<file path="config.mk">
export PLATFORM = sky130hd
export DESIGN_NAME = apb_tmo_term
export DESIGN_NICKNAME = d
export VERILOG_FILES = /design/src/rtl/tmo_pkg.sv /design/src/rtl/tmo_watch.sv /design/src/rtl/tmo_regs.sv /design/src/rtl/tmo_resp.sv /design/src/rtl/apb_tmo_term.sv
export SDC_FILE = /design/constraint.sdc
export NUM_CORES = 1
export LEC_CHECK = 0
export BUFFER_PORTS_ARGS = -buffer_cell sky130_fd_sc_hd__buf_2
export CAP_MARGIN = 20
export CORE_AREA = 2 2 93 131
export DETAILED_ROUTE_END_ITERATION = 7
export DIE_AREA = 0 0 95 133
export PLACE_DENSITY_LB_ADDON = 0.05
export SLEW_MARGIN = 0
export SYNTH_ARGS = -nofsm -noshare
export SYNTH_HDL_FRONTEND = slang
export SYNTH_HIERARCHICAL = 1
export SYNTH_SLANG_ARGS = --single-unit
</file>
<file path="constraint.sdc">
create_clock -name pclk -period 14.3 [get_ports pclk]
set_clock_uncertainty 0.2 [all_clocks]
set_input_delay 1.43 -clock pclk [delete_from_list [all_inputs] [get_ports pclk]]
set_output_delay 1.43 -clock pclk [all_outputs]
set_load 0.01 [all_outputs]
</file>
<file path="src/rtl/tmo_pkg.sv">
package tmo_pkg;

  typedef enum logic [1:0] {
    SEL_STAT = 2'd0,
    SEL_ADDR = 2'd1,
    SEL_LIM  = 2'd2,
    SEL_NONE = 2'd3
  } reg_sel_e;

  // Raise a written limit to the floor value when it falls below it.
  function automatic logic [31:0] clamp_limit(input logic [31:0] v,
                                              input logic [31:0] floor_v);
    return (v < floor_v) ? floor_v : v;
  endfunction

  // Map a zero-extended byte offset onto a register word.
  function automatic reg_sel_e decode_off(input logic [31:0] off);
    case (off)
      32'h0:   return SEL_STAT;
      32'h4:   return SEL_ADDR;
      32'h8:   return SEL_LIM;
      default: return SEL_NONE;
    endcase
  endfunction

endpackage

</file>
<file path="src/rtl/tmo_watch.sv">
module tmo_watch #(
  parameter int TW = 32
) (
  input  logic          clk,
  input  logic          rst_n,
  input  logic          acc,
  input  logic          rdy,
  input  logic [TW-1:0] limit,
  output logic          fire
);
  logic [TW-1:0] elapsed_q;
  logic          waiting;

  assign waiting = acc && !rdy;
  // Fires on the limit-th consecutive access cycle without ready.
  assign fire = waiting && (elapsed_q >= (limit - TW'(1)));

  always_ff @(posedge clk or negedge rst_n) begin
    if (!rst_n) begin
      elapsed_q <= '0;
    end else if (waiting && !fire) begin
      elapsed_q <= elapsed_q + TW'(1);
    end else begin
      elapsed_q <= '0;
    end
  end
endmodule

</file>
<file path="src/rtl/tmo_regs.sv">
module tmo_regs
  import tmo_pkg::*;
#(
  parameter int          AW      = 32,
  parameter int          DW      = 32,
  parameter int          CAW     = 4,
  parameter logic [31:0] TMO_RST = 32'h400,
  parameter logic [31:0] TMO_MIN = 32'h3FF
) (
  input  logic           clk,
  input  logic           rst_n,
  input  logic           cfg_psel,
  input  logic           cfg_penable,
  input  logic           cfg_pwrite,
  input  logic [CAW-1:0] cfg_paddr,
  input  logic [DW-1:0]  cfg_pwdata,
  output logic [DW-1:0]  cfg_prdata,
  input  logic           fire,
  input  logic [AW-1:0]  fault_addr,
  output logic           pend,
  output logic           en,
  output logic [AW-1:0]  cap,
  output logic [31:0]    lim
);
  reg_sel_e sel;
  logic     wr;
  logic     wr_stat;
  logic     wr_lim;

  assign sel     = decode_off({{(32-CAW){1'b0}}, cfg_paddr});
  assign wr      = cfg_psel && cfg_penable && cfg_pwrite;
  assign wr_stat = wr && (sel == SEL_STAT);
  assign wr_lim  = wr && (sel == SEL_LIM);

  always_ff @(posedge clk or negedge rst_n) begin
    if (!rst_n) begin
      pend <= 1'b0;
      en   <= 1'b0;
    end else if (wr_stat) begin
      pend <= cfg_pwdata[0] | fire;
      en   <= cfg_pwdata[1];
    end else begin
      pend <= pend | fire;
    end
  end

  always_ff @(posedge clk or negedge rst_n) begin
    if (!rst_n) begin
      cap <= '0;
    end else if (fire && !pend) begin
      cap <= fault_addr;
    end
  end

  always_ff @(posedge clk or negedge rst_n) begin
    if (!rst_n) begin
      lim <= TMO_RST;
    end else if (wr_lim) begin
      lim <= clamp_limit(32'(cfg_pwdata), TMO_MIN);
    end
  end

  always_comb begin
    case (sel)
      SEL_STAT: cfg_prdata = DW'({en, pend});
      SEL_ADDR: cfg_prdata = DW'(cap);
      SEL_LIM:  cfg_prdata = DW'(lim);
      default:  cfg_prdata = '0;
    endcase
  end
endmodule

</file>
<file path="src/rtl/tmo_resp.sv">
module tmo_resp #(
  parameter int DW = 32
) (
  input  logic          fire,
  input  logic          slv_pready,
  input  logic          slv_pslverr,
  input  logic [DW-1:0] slv_prdata,
  output logic          mst_pready,
  output logic          mst_pslverr,
  output logic [DW-1:0] mst_prdata
);
  always_comb begin
    if (fire) begin
      mst_pready  = 1'b1;
      mst_pslverr = 1'b1;
      mst_prdata  = '0;
    end else begin
      mst_pready  = slv_pready;
      mst_pslverr = slv_pslverr;
      mst_prdata  = slv_prdata;
    end
  end
endmodule

</file>
<file path="src/rtl/apb_tmo_term.sv">
module apb_tmo_term #(
  parameter int          AW      = 32,
  parameter int          DW      = 32,
  parameter int          CAW     = 4,
  parameter logic [31:0] TMO_RST = 32'h400,
  parameter logic [31:0] TMO_MIN = 32'h3FF
) (
  input  logic           pclk,
  input  logic           presetn,
  input  logic           mon_psel,
  input  logic           mon_penable,
  input  logic [AW-1:0]  mon_paddr,
  input  logic           slv_pready,
  input  logic           slv_pslverr,
  input  logic [DW-1:0]  slv_prdata,
  output logic           mst_pready,
  output logic           mst_pslverr,
  output logic [DW-1:0]  mst_prdata,
  input  logic           cfg_psel,
  input  logic           cfg_penable,
  input  logic           cfg_pwrite,
  input  logic [CAW-1:0] cfg_paddr,
  input  logic [DW-1:0]  cfg_pwdata,
  output logic [DW-1:0]  cfg_prdata,
  output logic           irq
);
  localparam int TW = 32;

  logic          acc_w;
  logic          fire_w;
  logic          pend_w;
  logic          en_w;
  logic [AW-1:0] cap_w;
  logic [31:0]   lim_w;

  assign acc_w = mon_psel && mon_penable;

  tmo_watch #(.TW(TW)) u_watch (
    .clk   (pclk),
    .rst_n (presetn),
    .acc   (acc_w),
    .rdy   (slv_pready),
    .limit (lim_w),
    .fire  (fire_w)
  );

  tmo_regs #(
    .AW(AW), .DW(DW), .CAW(CAW), .TMO_RST(TMO_RST), .TMO_MIN(TMO_MIN)
  ) u_regs (
    .clk         (pclk),
    .rst_n       (presetn),
    .cfg_psel    (cfg_psel),
    .cfg_penable (cfg_penable),
    .cfg_pwrite  (cfg_pwrite),
    .cfg_paddr   (cfg_paddr),
    .cfg_pwdata  (cfg_pwdata),
    .cfg_prdata  (cfg_prdata),
    .fire        (fire_w),
    .fault_addr  (mon_paddr),
    .pend        (pend_w),
    .en          (en_w),
    .cap         (cap_w),
    .lim         (lim_w)
  );

  tmo_resp #(.DW(DW)) u_resp (
    .fire        (fire_w),
    .slv_pready  (slv_pready),
    .slv_pslverr (slv_pslverr),
    .slv_prdata  (slv_prdata),
    .mst_pready  (mst_pready),
    .mst_pslverr (mst_pslverr),
    .mst_prdata  (mst_prdata)
  );

  assign irq = pend_w && en_w;
endmodule

</file>
==> run_results.csv, run 1 <==
group,metric,value,unit
place,place_ws,7.555,ns
setup_path,r2r_cells,17,
grt,grt_pass1_vias,5454,
grt,grt_util_all_layers,0.2671,
floorplanning,start_util,0.5343,
setup_path,arrival,5.48,ns
cts,h-tree-depth,3,
final_layout,fin_util,0.6473,
yosys,syn_inst,640,
route,ant_nets,0,
sta,period_share,0.4973,
yosys,syn_area_per_cell,9.671,sq um
final_layout,drive_above_1_share,0.3267,
yosys,ys.flop_type,"dfrtp_1",
sta,final-setup-viol-count,0,
grt,grt_antenna_before_repair,0,
setup_path,critPathLaunch,"u_regs/lim[0]",
setup_path,endpoint,"mst_prdata[29]",
cts,clock_path_buffers,2,
sta,tightest_slew,1.103,ns
floorplanning,rows,47,
setup_path,reg2reg_from,"u_regs/lim[0]",
sta,hold_slack,0.2909,ns
sta,hold_viol_final,0,
yosys,synth_edf_count,0,
cts,cts_buffers,9,
grt,grt_pass1_wl,26.52,mm
final_layout,areaGrowthSynthToFinish,21.14,%
sta,setup_slack,7.188,ns
flow_run,maxCapViolations,0,
power_and_ir_drop,power.total,0.7265,mW
route,viasPerCell,5.599,
final_layout,diodes,0,
route,vias,5347,
sta,slew_headroom,0.2648,
grt,overflow,0,
route,wirelength,16.12,mm
setup_path,criticalPathCategory,"reg2out",
sta,max_freq,0.1406,GHz
hold_path,min_path_type,"reg2reg",
setup_path,cp-end-kind,"output pin",
cts,post_cts_buffers,0,
sta,slew_viol_final,0,
floorplanning,ios,176,
yosys,synth_area,0.006190,sq mm
sta,tns,0,ns
cts,cts_tree,"yes",
final_layout,nNetsFinal,946,
route,first_iter_violations,232,
setup_path,cp.required,12.67,ns
place,port_buffers,175,
yosys,synth_cell_type_count,49,
route,remaining_drc_errors,0,
setup_path,regToRegEndpoint,"u_regs/cap[1]",
sta,fin_crit,7.112,ns
power_and_ir_drop,power_density,96.88,mW/mm^2
power_and_ir_drop,ir_drop,59.26,uV
route,first_pass_iters,4,
yosys,synth_seq_cells,98,
route,wl_per_cell,16.88,um
grt,grt_start_max_net_pins,66,
floorplanning,core_area,0.01158,sq mm
power_and_ir_drop,p_leak,3.727,nW
setup_path,reg2reg_slack,8.20,ns
cts,cts.sinks,98,
place,place.gp.congestion,0.9067,
yosys,yosysSeqAreaShare,0.3964,
cts,clk_pin_slew,0.07,ns
cts,clock_latency,0.35,ns
cts,cts_resized,0,
yosys,ys_async_sr_fraction,1.000,
cts,cts_root_buf,"clkbuf_16",
floorplanning,fp.dieW,95,um
setup_path,critPathLaunchType,"register",
setup_path,critical_path.max_fanout,36,
final_layout,num-fill-cells,967,
cts,holdBufCountCts,0,
yosys,syn_nets,783,
status,status,"finished clean",
place,place_hpwl,12.62,mm
floorplanning,die-area,0.01264,sq mm
sta,rsz0062_at_grt,"no",
floorplanning,die_h,133,um
yosys,ys_warn_count,6,
-- how the worst min path moves through the flow --
stage / start / endpoint / cells after the start / slack [ns]
after detailed placement: u_regs/cap[31] / u_regs/cap[31] / 1 / 0.28
after floorplan: u_regs/cap[7] / u_regs/cap[7] / 1 / 0.26
final: u_regs/cap[31] / u_regs/cap[31] / 1 / 0.29
after global placement: u_regs/cap[17] / u_regs/cap[17] / 1 / 0.27
after CTS: u_regs/cap[17] / u_regs/cap[17] / 1 / 0.29
after global routing: u_regs/cap[17] / u_regs/cap[17] / 1 / 0.31
-- flip-flops by register name, indices dropped and copies added, names as in the netlist --
signal and cells:
u_regs/en 1, u_regs/cap 32, u_watch/elapsed_q 32, u_regs/lim 32
u_regs/pend 1
-- kinds of logic (layout without fill, tap and decap cells) --
kind of cell	count (synthesis)	count (layout)	synth area share
AOI/OAI and AO/OA	71	71	0.08652
DFF	98	98	0.3964
buffers and inverters	35	203	0.02749
muxes	35	35	0.06327
xor gates and xnor gates	55	55	0.07782
adders and majority gates	34	34	0.06873
and+or+nand+nor	312	312	0.2798
-- cells in the mapped netlist, types with 20 or more instances --
library cell	instances	area (sq um)
a22o_1	30	262.8
dfrtp_1	97	2427
ha_1	34	425.4
mux2_2	26	292.8
nand2_1	99	371.6
nand3_1	28	140.1
nand4_1	20	125.1
nor2_1	33	123.9
nor2b_1	38	237.7
nor3_2	27	270.3
xnor2_1	29	254.0
xor2_1	26	227.7
-- routing by layer --
layer,GRT usage,vias up,share of wire
met5,0,-,0
met4,0.06763,0,0.013
met3,0.06207,18,0.052
met2,0.4598,150,0.52
met1,0.3348,2574,0.42
li1,-,2605,-
-- critical path, cell delays in order, from the launching register on --
cell and delay (ns):
dfrtp_1 0.46, inv_1 0.12, ha_1 0.22, nor2b_1 0.21, nand4_1 0.22, nand3b_1 0.32
nor4_1 0.36, xnor2_1 0.15, ha_1 0.34, nand4_1 0.16, or4_1 0.61, nor2_1 0.16
o41a_2 0.81, o41a_1 0.29, buf_4 0.34, and2b_1 0.22, buf_2 0.13
-- layout by cell type (no fill, tap or decap), types with 4 or more instances in the layout --
cell type,netlist,final
a21o_1,4,4
a21oi_1,19,19
a22o_1,30,30
and2_1,5,5
and3_1,6,6
and4_1,4,4
buf_2,7,174
buf_4,0,6
clkbuf_16,0,9
dfrtp_1,97,97
ha_1,34,34
inv_1,5,5
mux2_1,7,7
mux2_2,26,26
nand2_1,99,99
nand3_1,28,28
nand4_1,20,20
nor2_1,33,32
nor2b_1,38,37
nor3_1,14,14
nor3_2,27,27
nor4_1,12,12
o21ai_0,7,7
or3_1,10,10
xnor2_1,29,29
xor2_1,26,26
-- area by class of cell --
cell class	count	area (sq um)	area share
clock inverters	6	96.34	0.01285
repair buffers	181	930.9	0.1241
well taps	147	183.9	0.02453
inverters	6	22.52	0.003004
flip-flops and latches	98	2454	0.3272
clock buffers	10	239.0	0.03187
multi-input cells	507	3572	0.4764
-- through the flow --
| step | area (sq um) | instances |
|---|---|---|
| 5_1_grt | 7498 | 955 |
| 2_1_floorplan | 6190 | 640 |
| 4_1_cts | 7498 | 955 |
| 6_report | 7498 | 955 |
| 3_5_place_dp | 7163 | 939 |
| 3_3_place_gp | 7148 | 938 |
-- power breakdown --
part	total (mW)	leakage (nW)	internal (mW)	switching, mW
Combinational	0.140	2.22	0.0643	0.0761
Sequential	0.315	1.34	0.291	0.0243
Clock	0.271	0.161	0.160	0.111
(Power assumes the default switching activity.)
==> run 2: changes to the inputs <==
Settings changed: CORE_AREA 2 2 93 131 to 2 2 95 133, DIE_AREA 0 0 95 133 to 0 0 97 135.
Clock period 14.3 ns to 7.2 ns, I/O delays scaled along.
==> run_results.csv, run 2 (same netlist as run 1, synthesis figures left out) <==
group,metric,value,unit
status,status,"finished clean",
final_layout,nNetsFinal,947,
grt,overflow,0,
power_and_ir_drop,power.share.sequential,0.454,
cts,cts_tree,"yes",
power_and_ir_drop,power.total,1.378,mW
power_and_ir_drop,p_leak,3.714,nW
setup_path,arrival,4.59,ns
floorplanning,die-area,0.01310,sq mm
place,place.gp.congestion,0.8438,
route,wirelength,15.61,mm
sta,tns,0,ns
cts,clock_latency,0.35,ns
cts,h-tree-depth,3,
sta,slew_headroom,0.2697,
sta,final-setup-viol-count,0,
route,viasPerCell,5.532,
sta,rsz0062_at_grt,"no",
floorplanning,core_area,0.01182,sq mm
cts,cts_buffers,9,
setup_path,slowest_stage,"or4_1",
cts,holdBufCountCts,0,
floorplanning,fp.dieW,97,um
setup_path,path_common_cell,"nand4_1",
cts,cts.sinks,98,
power_and_ir_drop,ir_drop,120.6,uV
cts,cts_root_buf,"clkbuf_16",
setup_path,cp_top_family,"simple AND/OR/NAND/NOR gates",
final_layout,mostFrequentLayoutCell,"buf_2",
final_layout,mostFrequentLayoutCells,"buf_2, nand2_1, dfrtp_1",
grt,grt_start_max_net_pins,70,
setup_path,criticalPathCategory,"reg2out",
floorplanning,die_h,135,um
grt,grt_pass1_wl,25.72,mm
final_layout,diodes,0,
place,port_buffers,175,
setup_path,cp.required,6.28,ns
floorplanning,start_util,0.5237,
grt,grt_util_all_layers,0.2406,
grt,grt_pass1_vias,5314,
final_layout,drive_above_1_share,0.3263,
route,first_pass_iters,4,
cts,clk_pin_slew,0.07,ns
setup_path,cp-end-kind,"output pin",
floorplanning,ios,176,
route,wl_per_cell,16.33,um
route,ant_nets,0,
final_layout,areaGrowthSynthToFinish,20.60,%
flow_run,maxCapViolations,0,
power_and_ir_drop,power.switching,0.4037,mW
sta,max_freq,0.1813,GHz
place,place_hpwl,12.22,mm
sta,fin_crit,5.515,ns
power_and_ir_drop,pwr-share-comb,0.198,
setup_path,critPathLaunchType,"register",
floorplanning,rows,47,
setup_path,critical_path_buf_inv_count,2,
route,vias,5289,
cts,post_cts_buffers,0,
cts,clock_path_buffers,2,
final_layout,num-fill-cells,1009,
setup_path,cp_slowest_stage_delay,0.59,ns
setup_path,crit_chain,"or3_1 -> nor4_2 -> nand4_1 -> nor3_1 -> xnor2_1 -> ha_1 -> nand4_1 -> or4_1 -> nor2_1 -> o41a_2 -> o41a_1 -> buf_4 -> and2b_1 -> buf_2",
final_layout,top_regs,"u_regs/cap (32), u_regs/lim (32), u_watch/elapsed_q (32)",
route,remaining_drc_errors,0,
cts,cts_resized,0,
grt,grt_antenna_before_repair,0,
route,first_iter_violations,197,
sta,tightest_slew,1.095,ns
hold_path,min_path_type,"in2async",
final_layout,fin_util,0.6315,
power_and_ir_drop,switching_share,0.2929,
setup_path,critical_path.max_fanout,36,
sta,hold_viol_final,0,
sta,period_share,0.7660,
power_and_ir_drop,internal_power,0.9747,mW
power_and_ir_drop,pwr-share-clk,0.348,
sta,slew_viol_final,0,
power_and_ir_drop,power_density,184.7,mW/mm^2
run 2: final cells by class:
class | instances | area [sq um] | share of cell area
clock buffer | 10 | 229.0 | 0.03067
clock inverter | 6 | 65.06 | 0.008716
inverter | 6 | 22.52 | 0.003017
multi-input combinational | 507 | 3572 | 0.4785
sequential | 98 | 2454 | 0.3287
tap | 147 | 183.9 | 0.02464
timing repair buffer | 182 | 938.4 | 0.1257
run 2: routing by layer:
metal / track usage / up-vias / part of all wire
met3: 0.05694 / 18 / 0.062
li1: - / 2612 / -
met1: 0.3036 / 2510 / 0.42
met2: 0.4132 / 149 / 0.50
met5: 0 / - / 0
met4: 0.07042 / 0 / 0.014
run 2: worst reg2reg max path, delay by kind of cell, from the launching register on:
| family | cells | cell delay [ns] |
|---|---|---|
| compound gates | 2 | 0.32 |
| xor+xnor | 1 | 0.12 |
| fa+ha+maj | 1 | 0.30 |
| buf+inv | 2 | 0.70 |
| flops | 1 | 0.44 |
| mux | 1 | 0.40 |
| simple gates | 8 | 2.58 |
run 2: per-stage QoR:
step / instance area, sq um / setup WS (ns) / hold slack (ns) / cells
global route: 7465 / 1.331 / 0.1315 / 956
global placement: 7156 / 2.148 / 0.2686 / 939
CTS: 7450 / 1.662 / 0.1025 / 955
detailed placement: 7156 / 2.014 / 0.2770 / 939
finish: 7465 / 1.685 / 0.09207 / 956
floorplan: 6190 / 2.498 / 0.2244 / 640
run 2: power by group through the flow:
stage	Clock (mW)	Combinational [mW]	Sequential, mW
after floorplan	0	0.183	0.619
after global placement	0	0.265	0.634
after detailed placement	0	0.274	0.636
after CTS	0.489	0.275	0.625
after global routing	0.511	0.310	0.632
final	0.479	0.274	0.626
run 2: worst paths after layout:
| check | start | to | slack [ns] | cells past startpoint |
|---|---|---|---|---|
| setup reg to reg | u_regs/lim[3] | u_regs/cap[24] | 2.02 | 15 |
| hold / removal | presetn | u_watch/elapsed_q[7] | 0.09 | 1 |
| min in group pclk | u_regs/cap[7] | u_regs/cap[7] | 0.29 | 1 |
| hold reg to reg | u_regs/cap[7] | u_regs/cap[7] | 0.29 | 1 |
| setup / recovery | u_regs/lim[3] | mst_prdata[29] | 1.69 | 14 |
| max in group asynchronous | presetn | u_regs/cap[25] | 5.52 | 2 |
